===== config.mk =====
export PLATFORM = sky130hd
export DESIGN_NAME = thread_slot_sched
export DESIGN_NICKNAME = d
export VERILOG_FILES = /design/src/rtl/sched_pkg.sv /design/src/rtl/slot_timer.sv /design/src/rtl/rr_picker.sv /design/src/rtl/thread_slot_sched.sv
export SDC_FILE = /design/constraint.sdc
export NUM_CORES = 1
export LEC_CHECK = 0
export ABC_AREA = 0
export ABC_CLOCK_PERIOD_IN_PS = 4210
export CORE_UTILIZATION = 40
export CTS_CLUSTER_SIZE = 12
export DETAILED_ROUTE_END_ITERATION = 10
export GPL_TIMING_DRIVEN = 0
export SLEW_MARGIN = 20
export SYNTH_ARGS = -nofsm -noshare
export SYNTH_HDL_FRONTEND = slang
export SYNTH_SLANG_ARGS = --single-unit

===== constraint.sdc =====
create_clock -name clk -period 4.21 [get_ports clk]
set_input_delay 0.421 -clock clk [delete_from_list [all_inputs] [get_ports clk]]
set_output_delay 0.421 -clock clk [all_outputs]
set_load 0.03 [all_outputs]

===== src/rtl/sched_pkg.sv =====
package sched_pkg;

    // Which class owns the current issue slot
    typedef enum logic [1:0] {
        SLOT_NONE = 2'd0,
        SLOT_PRIO = 2'd1,
        SLOT_NORM = 2'd2
    } slot_class_e;

endpackage


===== src/rtl/slot_timer.sv =====
// Per-thread spacing counter: thread is ready once DEPTH cycles have passed since its last issue.
module slot_timer #(
    parameter int unsigned DEPTH = 5
) (
    input  logic clk,
    input  logic rst_n,
    input  logic issue_i,
    output logic ready_o
);
    localparam int unsigned CW = (DEPTH > 2) ? $clog2(DEPTH) : 1;

    typedef struct packed {
        logic [CW-1:0] cnt;
    } timer_t;

    timer_t st_d, st_q;

    always_comb begin
        st_d = st_q;
        if (issue_i) begin
            st_d.cnt = CW'(DEPTH - 1);
        end else if (st_q.cnt != '0) begin
            st_d.cnt = st_q.cnt - 1'b1;
        end
        ready_o = (st_q.cnt == '0);
    end

    always_ff @(posedge clk) begin
        if (!rst_n) st_q <= '0;
        else        st_q <= st_d;
    end

    // the arbiter never issues a thread whose previous instruction is still in flight
    a_r2_issue_only_when_idle: assert property (@(posedge clk) disable iff (!rst_n)
        issue_i |-> (st_q.cnt == '0));

    // an issue makes the thread unavailable in the following cycle
    a_r2_busy_after_issue: assert property (@(posedge clk) disable iff (!rst_n)
        issue_i |=> !ready_o);

endmodule


===== src/rtl/rr_picker.sv =====
// Round-robin choice within one class; the pointer moves only when this class wins.
module rr_picker #(
    parameter int unsigned N = 8
) (
    input  logic         clk,
    input  logic         rst_n,
    input  logic [N-1:0] req_i,
    input  logic         win_i,
    output logic [N-1:0] gnt_o,
    output logic         any_o
);
    localparam int unsigned IW = (N > 1) ? $clog2(N) : 1;

    typedef struct packed {
        logic [IW-1:0] ptr;
    } rr_t;

    rr_t           st_d, st_q;
    logic [IW-1:0] sel;
    logic          found;
    int            idx;

    always_comb begin
        st_d  = st_q;
        sel   = '0;
        found = 1'b0;
        idx   = 0;
        for (int off = 0; off < int'(N); off++) begin
            idx = int'(st_q.ptr) + off;
            if (idx >= int'(N)) idx = idx - int'(N);
            if (!found && req_i[idx]) begin
                found = 1'b1;
                sel   = IW'(idx);
            end
        end
        gnt_o = found ? (N'(1) << sel) : '0;
        any_o = found;
        if (win_i && found) begin
            st_d.ptr = (sel == IW'(N - 1)) ? '0 : sel + 1'b1;
        end
    end

    always_ff @(posedge clk) begin
        if (!rst_n) st_q <= '0;
        else        st_q <= st_d;
    end

    // a class that does not own the slot keeps its pointer
    a_r4_pointer_holds: assert property (@(posedge clk) disable iff (!rst_n)
        !win_i |=> $stable(st_q.ptr));

    // the choice is always one of the requesters
    a_r4_grant_subset: assert property (@(posedge clk) disable iff (!rst_n)
        (gnt_o & ~req_i) == '0);

endmodule


===== src/rtl/thread_slot_sched.sv =====
module thread_slot_sched #(
    parameter int unsigned NUM_THREADS = 8,
    parameter int unsigned PIPE_DEPTH  = 5
) (
    input  logic                   clk,
    input  logic                   rst_n,
    input  logic [NUM_THREADS-1:0] runnable_i,
    input  logic [NUM_THREADS-1:0] prio_mode_i,
    output logic [NUM_THREADS-1:0] grant_o,
    output logic                   grant_valid_o
);
    import sched_pkg::*;

    localparam int unsigned STREAK_MAX = PIPE_DEPTH - 1;
    localparam int unsigned SW = (PIPE_DEPTH > 2) ? $clog2(PIPE_DEPTH) : 1;

    typedef struct packed {
        logic [SW-1:0] streak;   // consecutive priority grants, saturating
    } sched_t;

    sched_t                 st_d, st_q;
    slot_class_e            cls;
    logic [NUM_THREADS-1:0] ready;
    logic [NUM_THREADS-1:0] elig, prio_req, norm_req;
    logic [NUM_THREADS-1:0] prio_gnt, norm_gnt;
    logic                   prio_any, norm_any;
    logic                   norm_turn;

    // Spacing counters, one per thread
    for (genvar t = 0; t < int'(NUM_THREADS); t++) begin : g_timer
        slot_timer #(.DEPTH(PIPE_DEPTH)) i_timer (
            .clk     (clk),
            .rst_n   (rst_n),
            .issue_i (grant_o[t]),
            .ready_o (ready[t])
        );
    end

    rr_picker #(.N(NUM_THREADS)) i_prio_rr (
        .clk   (clk),
        .rst_n (rst_n),
        .req_i (prio_req),
        .win_i (cls == SLOT_PRIO),
        .gnt_o (prio_gnt),
        .any_o (prio_any)
    );

    rr_picker #(.N(NUM_THREADS)) i_norm_rr (
        .clk   (clk),
        .rst_n (rst_n),
        .req_i (norm_req),
        .win_i (cls == SLOT_NORM),
        .gnt_o (norm_gnt),
        .any_o (norm_any)
    );

    always_comb begin
        st_d      = st_q;
        elig      = runnable_i & ready;
        prio_req  = elig & prio_mode_i;
        norm_req  = elig & ~prio_mode_i;
        norm_turn = (st_q.streak == SW'(STREAK_MAX)) && (|norm_req);

        if (norm_turn)        cls = SLOT_NORM;
        else if (|prio_req)   cls = SLOT_PRIO;
        else if (|norm_req)   cls = SLOT_NORM;
        else                  cls = SLOT_NONE;

        unique case (cls)
            SLOT_PRIO: grant_o = prio_gnt;
            SLOT_NORM: grant_o = norm_gnt;
            default:   grant_o = '0;
        endcase
        grant_valid_o = (cls != SLOT_NONE);

        if (cls == SLOT_NORM) begin
            st_d.streak = '0;
        end else if (cls == SLOT_PRIO && st_q.streak != SW'(STREAK_MAX)) begin
            st_d.streak = st_q.streak + 1'b1;
        end
    end

    always_ff @(posedge clk) begin
        if (!rst_n) st_q <= '0;
        else        st_q <= st_d;
    end

    // at most one thread issues, and valid tracks it
    a_r1_onehot: assert property (@(posedge clk) disable iff (!rst_n)
        $onehot0(grant_o) && (grant_valid_o == (grant_o != '0)));

    // an eligible priority thread wins unless the normal group is owed a slot
    a_r3_prio_first: assert property (@(posedge clk) disable iff (!rst_n)
        ((prio_req != '0) && !norm_turn) |-> ((grant_o & prio_mode_i) != '0));

    // after a full run of priority grants an eligible normal thread issues
    a_r5_normal_turn: assert property (@(posedge clk) disable iff (!rst_n)
        ((st_q.streak == SW'(STREAK_MAX)) && (norm_req != '0)) |-> ((grant_o & ~prio_mode_i) != '0));

    // the run counter never passes its limit
    a_r5_streak_bound: assert property (@(posedge clk) disable iff (!rst_n)
        st_q.streak <= SW'(STREAK_MAX));

    // no bubble while some thread could issue
    a_r7_no_idle_bubble: assert property (@(posedge clk) disable iff (!rst_n)
        (elig != '0) |-> grant_valid_o);

    // a thread that is not runnable never issues
    a_r8_runnable_only: assert property (@(posedge clk) disable iff (!rst_n)
        (grant_o & ~runnable_i) == '0);

endmodule


==> run metrics <==
status=finished with violations; failing checks=negative setup slack; dpl cells=783; clock sink total=33; Relative slew margins=57.1%; most common cell after layout, fill and taps aside=buf_4; initial antenna violation count=0; Seq/Total Area, Yosys=13.3%; Root Driver=clkbuf_16; worst vdd ir=535 µV; Finished Cell Area=7010 µm²; Pleak=0.00289 µW; Post-Syn Area=4960 µm²; via/cell ratio=6.08; startpoint types=flip-flop; antenna cells=0; vias=5262; vias in the first global route=5139; layout cells sized above 1=46.3%; Worst Clk Skew=0.00759 ns; Hold Crit Endpoint=st_q[2]; CORE AREA=12100 µm²; num rows=40; crit path max fanout=6; Mapped Avg Cell Area=8.41 µm²; port bufs=25; RSZ-0062 raised after global routing=true; Pwr Density=903 nW/µm²; Die Wd=113 µm; Max-cap violations=0; total power=6330 µW; final clock period utilization by the worst path=102%; Final Hold Viols=0; fill count=1032; syn nets=651; Netlist cell types=86; initial core utilization=41.1%; total die area=12900 µm²; Worst-Margin Slew=0.644 ns; post-route ant nets=0; Hold Path Depth=2; cells on worst reg2reg path=26; global placer's final weighted congestion=0.909; number of synthesized flops with an enable pin=0; reg2reg setup slack=0.02 ns; most frequent cells in the layout=94 x buf_4, 48 x nand2_1, 40 x inv_1; Crit Path Class=flip-flop to output port; Reg2Reg Capture Point=g_timer[3].i_timer.st_q[1]; clock buffer depth=2; achievable frequency=232 MHz; Synth warnings=0; DR WL/cell=20.1 µm; Finish-stage setup viols=7; hold slack=0.530 ns; total CTS buffers=5; drt total wl=17.4 mm; largest net degree at the start of global routing=12; CTS tree=done; Post-Synthesis Cells=590; num ports=27; Residual DRC=0; post-layout net count=758; Syn-to-layout area delta=41.3%; GRT Total Usage=26.8%; Yosys reg bits=33; Worst-path clk slew=0.06 ns; min-delay src=st_q[2]; depth of the CTS H-tree=2; Hold WC Path Type=flip-flop to flip-flop; crit path DAT=3.89 ns; Post-CTS Hold Fix Bufs=0; 1st-iter DRT viols=404; async set-reset flop share out of synthesis=0%; Crit. Startpoint=g_timer[0].i_timer.st_q[1]; PnR worst setup slack=-0.0994 ns; Placed Area=5420 µm²; ys flop type=dfxtp_1; first-pass GRT wire length=26.9 mm; die height=113 µm; clock latency on the worst-skew pair=0.29 ns; setup TNS=-0.368 ns; post-synth top area cell=dfxtp_1; dpl hpwl=11.5 mm; top cells by area, synth=dfxtp_1 13%, mux4_2 13%, ha_1 11%; Required @ worst endpoint=3.79 ns; Remaining Overflow, GRT=0; fin. max-slew vios=0; critical path endpoint category=output port; crit path time final=4.31 ns; share of Yosys cell area claimed by the top area cell type=13.3%; drt pass-1 iters=5; final cell count without fillers=866; launching point of the worst reg2reg path=g_timer[0].i_timer.st_q[1]
-- critical path, cell delays in order (launching register included) --
cell      delay (ns)
dfxtp_2         0.33
inv_2           0.05
ha_4            0.16
ha_4            0.19
and3b_1         0.19
buf_6           0.13
mux4_2          0.49
or3_4           0.39
o31ai_4         0.07
inv_1           0.06
o2111a_1        0.26
a311oi_4        0.28
buf_4           0.19
ha_4            0.14
buf_4           0.11
ha_4            0.12
nand2_2         0.05
o21ai_2         0.08
and2_4          0.18
buf_6           0.12
-- what timing repair did --
action,CTS,global route
setup endpoints to repair,30,10
gates resized for setup,225,55
pin swaps,35,33
buffers inserted,69,26
-- synthesized netlist by cell type (12+ instances only) --
cell type	count
mux2i_1	22
a21oi_1	20
and3_1	12
nand3_1	20
o21ai_0	15
mux4_2	28
nand2_1	56
nor2_1	45
clkbuf_1	12
ha_1	43
buf_4	12
dfxtp_1	33
inv_1	47
-- through the flow --
step,utilization (%),setup WS [ns]
final,58.1,-0.0994
after global routing,58.1,-0.224
after detailed placement,45.0,-1.45
after floorplan,-,0.0301
after CTS,55.0,-0.101
after global placement,45.0,-1.40
-- power breakdown --
| part | internal (µW) | leakage (µW) | total [µW] | switching [µW] |
|---|---|---|---|---|
| Clock | 217 | 0.0000696 | 363 | 146 |
| Combinational | 2540 | 0.00254 | 5460 | 2910 |
| Sequential | 439 | 0.000277 | 510 | 70.8 |
-- state kept, by name, indices dropped and copies added (netlist names) --
register / flops
st_q: 3
g_timer.i_timer.st_q: 24
i_norm_rr.st_q: 3
i_prio_rr.st_q: 3
-- layout make-up --
| cell class | count | area [µm²] | share of cell area, % |
|---|---|---|---|
| multi-input combinational | 456 | 4530 | 64.6 |
| sequential | 33 | 683 | 9.74 |
| inverter | 55 | 229 | 3.27 |
| clock buffer | 5 | 125 | 1.78 |
| buffer | 26 | 220 | 3.14 |
| timing repair buffer | 120 | 997 | 14.2 |
| clock inverter | 3 | 17.5 | 0.250 |
| tap | 168 | 210 | 3.00 |
-- routing by layer --
metal | vias to the layer above | wire length, µm | track usage [%]
met4 | 0 | 428 | 9.12
met1 | 2594 | 7160 | 34.1
li1 | 2386 | - | -
met3 | 41 | 1290 | 4.71
met5 | - | 0 | 0
met2 | 241 | 8510 | 45.9
-- worst max path at each step --
stage	slack, ns	depth (start not counted)	to
after floorplan	0.03	18	grant_o[1]
after global placement	-1.40	19	grant_o[1]
after detailed placement	-1.45	19	grant_o[1]
after CTS	-0.10	18	grant_o[1]
after global routing	-0.22	19	grant_o[7]
final	-0.1	19	grant_o[3]
-- logic make-up after synthesis --
group / after synthesis / share of synthesized area [%]
compound gates: 130 / 20.9
xor+xnor: 16 / 2.98
fa+ha+maj: 43 / 10.8
buf+inv: 101 / 10.5
flops: 33 / 13.3
mux: 59 / 19.7
simple gates: 208 / 21.8
Power figures use the tool's default switching activity.
